## src/rtl/pm_mon_pkg.sv

```systemverilog
package pm_mon_pkg;
    // Grade of a closed second
    typedef struct packed {
        logic errored;
        logic severe;
    } sec_class_t;
endpackage

```

## src/rtl/pm_sec_accum.sv

```systemverilog
module pm_sec_accum
    import pm_mon_pkg::*;
#(
    parameter int BLK_W   = 16,
    parameter int SES_NUM = 3,
    parameter int SES_DEN = 10
) (
    input  logic             clk_i,
    input  logic             rst_ni,
    input  logic             clr_i,
    input  logic             tick_i,
    input  logic             blk_valid_i,
    input  logic             blk_err_i,
    input  logic             defect_i,
    output logic             close_o,
    output sec_class_t       cls_o,
    output logic [BLK_W-1:0] bbe_add_o
);
    localparam int PW = BLK_W + 8;

    typedef struct packed {
        logic [BLK_W-1:0] nblk;
        logic [BLK_W-1:0] nerr;
        logic             dfct;
    } acc_t;

    acc_t             acc_d, acc_q;
    logic [BLK_W-1:0] tot_blk, tot_err;
    logic             dfct_all;
    logic [PW-1:0]    lhs, rhs;

    always_comb begin
        tot_blk  = (acc_q.nblk == '1) ? acc_q.nblk : acc_q.nblk + BLK_W'(blk_valid_i);
        tot_err  = (acc_q.nerr == '1) ? acc_q.nerr
                                      : acc_q.nerr + BLK_W'(blk_valid_i & blk_err_i);
        dfct_all = acc_q.dfct | defect_i;
        // integer form of the 30 percent test
        lhs = PW'(tot_err) * PW'(SES_DEN);
        rhs = PW'(tot_blk) * PW'(SES_NUM);

        cls_o.severe  = dfct_all | ((tot_blk != '0) && (lhs >= rhs));
        cls_o.errored = (tot_err != '0) | cls_o.severe;
        bbe_add_o     = cls_o.severe ? '0 : tot_err;
        close_o       = tick_i & ~clr_i;

        acc_d.nblk = tot_blk;
        acc_d.nerr = tot_err;
        acc_d.dfct = dfct_all;
        if (clr_i || tick_i) begin
            acc_d = '0;
        end
    end

    always_ff @(posedge clk_i or negedge rst_ni) begin
        if (!rst_ni) acc_q <= '0;
        else         acc_q <= acc_d;
    end

    // a defect seen in the closing cycle forces a severe grade
    a_r2_defect_severe: assert property (@(posedge clk_i) disable iff (!rst_ni)
        (close_o && defect_i) |-> cls_o.severe);
    // severe seconds never contribute background errors
    a_r3_no_bbe_in_ses: assert property (@(posedge clk_i) disable iff (!rst_ni)
        (close_o && acc_q.dfct) |-> (bbe_add_o == '0));
endmodule

```

## src/rtl/pm_avail_tracker.sv

```systemverilog
module pm_avail_tracker
    import pm_mon_pkg::*;
#(
    parameter int CNT_W   = 32,
    parameter int BLK_W   = 16,
    parameter int RUN_LEN = 10
) (
    input  logic             clk_i,
    input  logic             rst_ni,
    input  logic             clr_i,
    input  logic             close_i,
    input  sec_class_t       cls_i,
    input  logic [BLK_W-1:0] bbe_add_i,
    output logic [CNT_W-1:0] es_o,
    output logic [CNT_W-1:0] ses_o,
    output logic [CNT_W-1:0] bbe_o,
    output logic [CNT_W-1:0] uas_o,
    output logic [CNT_W-1:0] cses_o,
    output logic             unavail_o
);
    localparam int             RUN_W = $clog2(RUN_LEN + 1);
    localparam logic [RUN_W-1:0] LAST = RUN_W'(RUN_LEN - 1);

    typedef struct packed {
        logic             unavail;
        logic [RUN_W-1:0] run;
        logic [RUN_W-1:0] p_es;
        logic [RUN_W-1:0] p_ses;
        logic [CNT_W-1:0] p_bbe;
        logic [CNT_W-1:0] es;
        logic [CNT_W-1:0] ses;
        logic [CNT_W-1:0] bbe;
        logic [CNT_W-1:0] uas;
        logic [CNT_W-1:0] cses;
    } trk_t;

    trk_t s_d, s_q;
    logic exit_now;

    always_comb begin
        s_d      = s_q;
        exit_now = close_i && s_q.unavail && !cls_i.severe && (s_q.run == LAST);
        if (clr_i) begin
            s_d = '0;
        end else if (close_i) begin
            if (!s_q.unavail) begin
                if (cls_i.severe) begin
                    if (s_q.run == LAST) begin
                        // run reached its length: all of it becomes unavailable
                        s_d.unavail = 1'b1;
                        s_d.uas     = s_q.uas + CNT_W'(RUN_LEN);
                        s_d.run     = '0;
                        s_d.p_es    = '0;
                        s_d.p_ses   = '0;
                        s_d.p_bbe   = '0;
                    end else begin
                        s_d.run   = s_q.run + 1'b1;
                        s_d.p_es  = s_q.p_es + RUN_W'(cls_i.errored);
                        s_d.p_ses = s_q.p_ses + 1'b1;
                        s_d.p_bbe = s_q.p_bbe + CNT_W'(bbe_add_i);
                    end
                end else begin
                    s_d.es    = s_q.es + CNT_W'(s_q.p_es) + CNT_W'(cls_i.errored);
                    s_d.ses   = s_q.ses + CNT_W'(s_q.p_ses);
                    s_d.bbe   = s_q.bbe + s_q.p_bbe + CNT_W'(bbe_add_i);
                    if (s_q.run >= RUN_W'(2)) s_d.cses = s_q.cses + 1'b1;
                    s_d.run   = '0;
                    s_d.p_es  = '0;
                    s_d.p_ses = '0;
                    s_d.p_bbe = '0;
                end
            end else begin
                if (cls_i.severe) begin
                    // broken recovery run: held seconds stay unavailable
                    s_d.uas   = s_q.uas + CNT_W'(s_q.run) + CNT_W'(1);
                    s_d.run   = '0;
                    s_d.p_es  = '0;
                    s_d.p_bbe = '0;
                end else if (s_q.run == LAST) begin
                    s_d.unavail = 1'b0;
                    s_d.es      = s_q.es + CNT_W'(s_q.p_es) + CNT_W'(cls_i.errored);
                    s_d.bbe     = s_q.bbe + s_q.p_bbe + CNT_W'(bbe_add_i);
                    s_d.run     = '0;
                    s_d.p_es    = '0;
                    s_d.p_bbe   = '0;
                end else begin
                    s_d.run   = s_q.run + 1'b1;
                    s_d.p_es  = s_q.p_es + RUN_W'(cls_i.errored);
                    s_d.p_bbe = s_q.p_bbe + CNT_W'(bbe_add_i);
                end
            end
        end
    end

    always_ff @(posedge clk_i or negedge rst_ni) begin
        if (!rst_ni) s_q <= '0;
        else         s_q <= s_d;
    end

    assign es_o      = s_q.es;
    assign ses_o     = s_q.ses;
    assign bbe_o     = s_q.bbe;
    assign uas_o     = s_q.uas;
    assign cses_o    = s_q.cses;
    assign unavail_o = s_q.unavail;

    // nothing moves without a closing tick or a clear
    a_r4_quiet: assert property (@(posedge clk_i) disable iff (!rst_ni)
        (!close_i && !clr_i) |=> ($stable(s_q.es) && $stable(s_q.ses) && $stable(s_q.bbe)
                                  && $stable(s_q.uas) && $stable(s_q.cses) && $stable(s_q.unavail)));
    // entering unavailability charges a whole run
    a_r5_entry_uas: assert property (@(posedge clk_i) disable iff (!rst_ni)
        $rose(s_q.unavail) |-> (s_q.uas == $past(s_q.uas) + CNT_W'(RUN_LEN)));
    // a pending run never reaches its full length
    a_r5_run_bound: assert property (@(posedge clk_i) disable iff (!rst_ni)
        s_q.run < RUN_W'(RUN_LEN));
    // errored counters frozen while unavailable
    a_r6_frozen: assert property (@(posedge clk_i) disable iff (!rst_ni)
        (s_q.unavail && !clr_i && !exit_now) |=> ($stable(s_q.es) && $stable(s_q.ses) && $stable(s_q.bbe)));
    // consecutive-run counter steps by at most one
    a_r8_cses_step: assert property (@(posedge clk_i) disable iff (!rst_ni)
        !clr_i |=> ((s_q.cses == $past(s_q.cses)) || (s_q.cses == $past(s_q.cses) + 1'b1)));
    // clear empties everything
    a_r9_clear: assert property (@(posedge clk_i) disable iff (!rst_ni)
        clr_i |=> ((s_q.es == '0) && (s_q.uas == '0) && (s_q.cses == '0) && !s_q.unavail));
endmodule

```

## src/rtl/perf_second_mon.sv

```systemverilog
module perf_second_mon
    import pm_mon_pkg::*;
#(
    parameter int CNT_W   = 32,
    parameter int BLK_W   = 16,
    parameter int RUN_LEN = 10,
    parameter int SES_NUM = 3,
    parameter int SES_DEN = 10
) (
    input  logic             clk_i,
    input  logic             rst_ni,
    input  logic             clr_i,
    input  logic             sec_tick_i,
    input  logic             blk_valid_i,
    input  logic             blk_err_i,
    input  logic             defect_i,
    output logic [CNT_W-1:0] es_cnt_o,
    output logic [CNT_W-1:0] ses_cnt_o,
    output logic [CNT_W-1:0] bbe_cnt_o,
    output logic [CNT_W-1:0] uas_cnt_o,
    output logic [CNT_W-1:0] cses_cnt_o,
    output logic             unavail_o
);
    logic             close_w;
    sec_class_t       cls_w;
    logic [BLK_W-1:0] bbe_add_w;

    pm_sec_accum #(
        .BLK_W  (BLK_W),
        .SES_NUM(SES_NUM),
        .SES_DEN(SES_DEN)
    ) accum_i (
        .clk_i      (clk_i),
        .rst_ni     (rst_ni),
        .clr_i      (clr_i),
        .tick_i     (sec_tick_i),
        .blk_valid_i(blk_valid_i),
        .blk_err_i  (blk_err_i),
        .defect_i   (defect_i),
        .close_o    (close_w),
        .cls_o      (cls_w),
        .bbe_add_o  (bbe_add_w)
    );

    pm_avail_tracker #(
        .CNT_W  (CNT_W),
        .BLK_W  (BLK_W),
        .RUN_LEN(RUN_LEN)
    ) trk_i (
        .clk_i    (clk_i),
        .rst_ni   (rst_ni),
        .clr_i    (clr_i),
        .close_i  (close_w),
        .cls_i    (cls_w),
        .bbe_add_i(bbe_add_w),
        .es_o     (es_cnt_o),
        .ses_o    (ses_cnt_o),
        .bbe_o    (bbe_cnt_o),
        .uas_o    (uas_cnt_o),
        .cses_o   (cses_cnt_o),
        .unavail_o(unavail_o)
    );
endmodule

```

## config.mk

```make
export PLATFORM = sky130hd
export DESIGN_NAME = perf_second_mon
export DESIGN_NICKNAME = d
export VERILOG_FILES = /design/src/rtl/pm_mon_pkg.sv /design/src/rtl/pm_sec_accum.sv /design/src/rtl/pm_avail_tracker.sv /design/src/rtl/perf_second_mon.sv
export SDC_FILE = /design/constraint.sdc
export NUM_CORES = 1
export LEC_CHECK = 0
export BUFFER_PORTS_ARGS = -buffer_cell sky130_fd_sc_hd__buf_2
export CELL_PAD_IN_SITES_DETAIL_PLACEMENT = 1
export CELL_PAD_IN_SITES_GLOBAL_PLACEMENT = 1
export CORE_MARGIN = 10
export CORE_UTILIZATION = 51
export DETAILED_ROUTE_END_ITERATION = 8
export GPL_TIMING_DRIVEN = 0
export MAX_ROUTING_LAYER = met4
export PLACE_DENSITY = 0.95
export SLEW_MARGIN = 20
export SYNTH_ARGS = -nofsm -noshare
export SYNTH_HDL_FRONTEND = slang
export SYNTH_SLANG_ARGS = --single-unit
```

## constraint.sdc

```tcl
create_clock -name clk_i -period 22.1 [get_ports clk_i]
set_clock_uncertainty 0.05 [all_clocks]
set_input_delay 2.21 -clock clk_i [delete_from_list [all_inputs] [get_ports clk_i]]
set_output_delay 2.21 -clock clk_i [all_outputs]
set_load 0.005 [all_outputs]
```

==> impl_results.md <==
* Run status: completed
* Worst IR Drop VDD at 57.3 uV
* Fin nets at approximately 2.5k
* Post-synth net total at approximately 2.3k
* Most common library cell in the layout ignoring fill and taps: dfrtp_1
* Vertical die dimension at approximately 210 um
* Sinks on Clock Net at about 240
* Stage delay of the slowest cell on the critical path at about 0.73 ns
* Share of layout cells above drive strength 1 at 0.187
* Post-Syn Instances at approximately 2.2k
* Vias in the first global route at between 15k and 20k
* Type of the setup path with the least slack: primary input to flop
* Max-cap violation count at 0
* Transition time of the tightest slew-check pin at between 1 and 1.5 ns
* Effective utilization at floorplan at 0.517
* Relative max-transition margin at 0.173
* Arrival time worst endpoint at approximately 13 ns
* Hold violation count in the final report at 0
* Half-perimeter wire length of the detailed placement result at about 50 mm
* Core outline area at between 30000 and 40000 um2
* Clock root buffer: clkbuf_16
* Class of the most critical hold timing path: flop to flop
* Final Critical Period at around 12 ns
* Dominant cell type by count on the critical path: ha_1
* Number of antenna violations at the first check in global routing at 3
* Kind of end point of the critical path: flop
* Post-route clock period utilization at 0.551
* Clock transition at the register clock pins on the worst setup and hold paths after CTS at 0.07 ns
* Aggregate global-route resource usage at 0.302
* Count of buffers from port buffering at 167
* Slowest cell on the critical path: o21ai_0
* CTS tree: done
* Share of synthesized area occupied by flip-flops and latches at 0.315
* Total vias in the final route at roughly 19k
* Final-report setup violation count at 0
* Pre-antenna DRT Iters at 6
* Mean instance size in the synthesized netlist at 8.75 um2
* Post-CTS Hold Buffers at 0
* Highest achievable clock rate at between 80 and 90 MHz
* Filler cell count in the final layout at roughly 4.4k
* Critical path data required time at between 20 and 25 ns
* Highest-count cells in the layout ignoring fill and taps: 238 x dfrtp_1, 183 x nand2_1, 170 x buf_2, 160 x buf_4, 146 x a21oi_1
* Critical Path Start Type: primary input
* Max-slew violation total from the final report at 0
* Depth of the CTS H-tree at 1
* Worst path setup slack after routing at between 9 and 10 ns
* Count of different cell masters after synthesis at between 70 and 80
* Per-cell routed wire length at between 20 and 25 um
* Layout area overhead at 12.8%
* TritonCTS buffer count at 28
* Residual DRC count at 0
* Antenna Nets Post-Route at 0
* Count of yosys warnings during synthesis at 0
* Final GP Congestion at approximately 0.9
* Width of the chip at 213 um
* Setup tns final at 0 ns
* Via-to-Cell Ratio at between 6 and 7
* Final Power at around 1.0 mW
* Post-Syn Area at roughly 19000 um2
* CTS Buffer Depth at 3
* Number of violations reported at the end of detailed-routing iteration 0 at roughly 1.4k
* Overflow left after global routing at 0
* Async set-reset flop share out of synthesis at 1.00
* Number of enable flip-flop cells after synthesis at 0
* Fin util at 0.583
* First-pass GRT wire length at 108 mm
* Flip-flop cell with the highest count after synthesis: dfrtp_1
* Pin count of the biggest net entering global routing at 96
* Post-synthesis sequential element count at 238
* Die outline area at around 45000 um2
* Static Leak at 10.8 nW
* Cells resized by post-CTS repair at 0
* Number of placement rows at 70
* Buffers inserted by post-CTS timing repair at 0
* Worst reg-to-reg setup slack at 10.97 ns
* Power density over the cells at roughly 48 nW/um2
* Dpl ws at a little under 10 ns
* Clock insertion delay at the later pin of the skew report at 0.60 ns
* Highest net fanout along the worst path at 10
* Unrepaired setup endpoints after global routing: false
* Number of primary I/O pins at roughly 170
* Wirelength, routed at ~68 mm
-- synth_stat cells, drive strengths merged (5+ instances only) --
cell | instances | area share
o311ai | 20 | 0.010
nor2b | 46 | 0.015
a41o | 22 | 0.012
inv | 80 | 0.016
or2 | 26 | 0.0086
xnor2 | 56 | 0.026
a21oi | 146 | 0.039
buf | 169 | 0.067
and4 | 22 | 0.010
a22o | 12 | 0.0056
dfrtp | 238 | 0.31
clkbuf | 83 | 0.016
a31oi | 13 | 0.0043
nor3 | 31 | 0.0082
a211oi | 16 | 0.0064
fa | 24 | 0.025
o2111ai | 5 | 0.0023
mux2 | 23 | 0.014
ha | 144 | 0.095
a2111oi | 12 | 0.0056
o41ai | 20 | 0.0093
a21o | 43 | 0.017
o21bai | 9 | 0.0036
nand2b | 14 | 0.0046
o211ai | 22 | 0.0087
nor4 | 21 | 0.0073
nand3 | 73 | 0.020
o21a | 19 | 0.0075
xor2 | 48 | 0.022
or4 | 46 | 0.018
nor2 | 145 | 0.029
o31ai | 36 | 0.014
nand4 | 49 | 0.016
and3 | 36 | 0.012
and2 | 18 | 0.0060
o21ai | 97 | 0.026
nand2 | 184 | 0.037
or3 | 32 | 0.011
-- worst paths after layout --
| path | start | endpoint | depth (start not counted) |
|---|---|---|---|
| hold / removal | trk_i.bbe_o[26]$_DFFE_PN0P_ | trk_i.bbe_o[26]$_DFFE_PN0P_ | 2 |
| max in group asynchronous | rst_ni | trk_i.es_o[5]$_DFFE_PN0P_ | 2 |
| setup reg to reg | accum_i.acc_q[8]$_DFF_PN0_ | trk_i.bbe_o[31]$_DFFE_PN0P_ | 37 |
| hold reg to reg | trk_i.bbe_o[26]$_DFFE_PN0P_ | trk_i.bbe_o[26]$_DFFE_PN0P_ | 2 |
| setup / recovery | blk_valid_i | trk_i.bbe_o[31]$_DFFE_PN0P_ | 39 |
| min in group asynchronous | rst_ni | trk_i.bbe_o[3]$_DFFE_PN0P_ | 1 |
-- kinds of logic after synthesis --
logic type               after synthesis  synth area share
AO/OA/AOI/OAI                        539             0.194
XOR/XNOR                             104            0.0486
adder cells (fa/ha/maj)              168             0.121
buffers and inverters                332            0.0992
flip-flops                           238             0.315
multiplexers                          27            0.0158
AND/OR/NAND/NOR                      753             0.207
-- metal layers --
layer | wire length, um | GRT usage
met3 | 4750 | 0.0471
met2 | 33200 | 0.504
met1 | 26700 | 0.348
met5 | 0 | -
met4 | 3570 | 0.152
-- final cells by class --
cell class	instances	area [um2]	area share
Clock buffer	37	785	0.0368
Clock inverter	11	121	0.00569
Buffer	252	1570	0.0738
Inverter	80	303	0.0142
Antenna cell	2	5.00	0.000235
Tap cell	468	586	0.0274
Multi-Input combinational cell	1591	11100	0.520
Sequential cell	238	5960	0.279
Timing Repair Buffer	169	901	0.0422
-- through the flow --
stage / area, um2 / hold slack (ns) / std cells
floorplan: 18900 / 0.423 / 2161
global placement: 20300 / 0.440 / 2796
detailed placement: 20400 / 0.466 / 2798
CTS: 21300 / 0.487 / 2846
global route: 21300 / 0.538 / 2848
finish: 21300 / 0.484 / 2848
-- sequential cells by signal, summed over array words and instances (netlist names) --
signal,flops
trk_i.es_o,32
trk_i.cses_o,32
trk_i.ses_o,32
trk_i.s_q,44
trk_i.uas_o,32
trk_i.bbe_o,32
trk_i.unavail_o,1
accum_i.acc_q,33
-- critical path: cells and delay by family --
family | cells | cell delay, ns
simple gates | 9 | 1.68
buf+inv | 4 | 1.22
compound gates | 18 | 4.83
fa+ha+maj | 6 | 2.07
xor+xnor | 2 | 0.54
-- report_power, final --
group          internal, mW  switching [mW]
registers             0.439         0.00547
clock network         0.262           0.211
logic                0.0269          0.0758
total                 0.728           0.292
(Power assumes the default switching activity.)
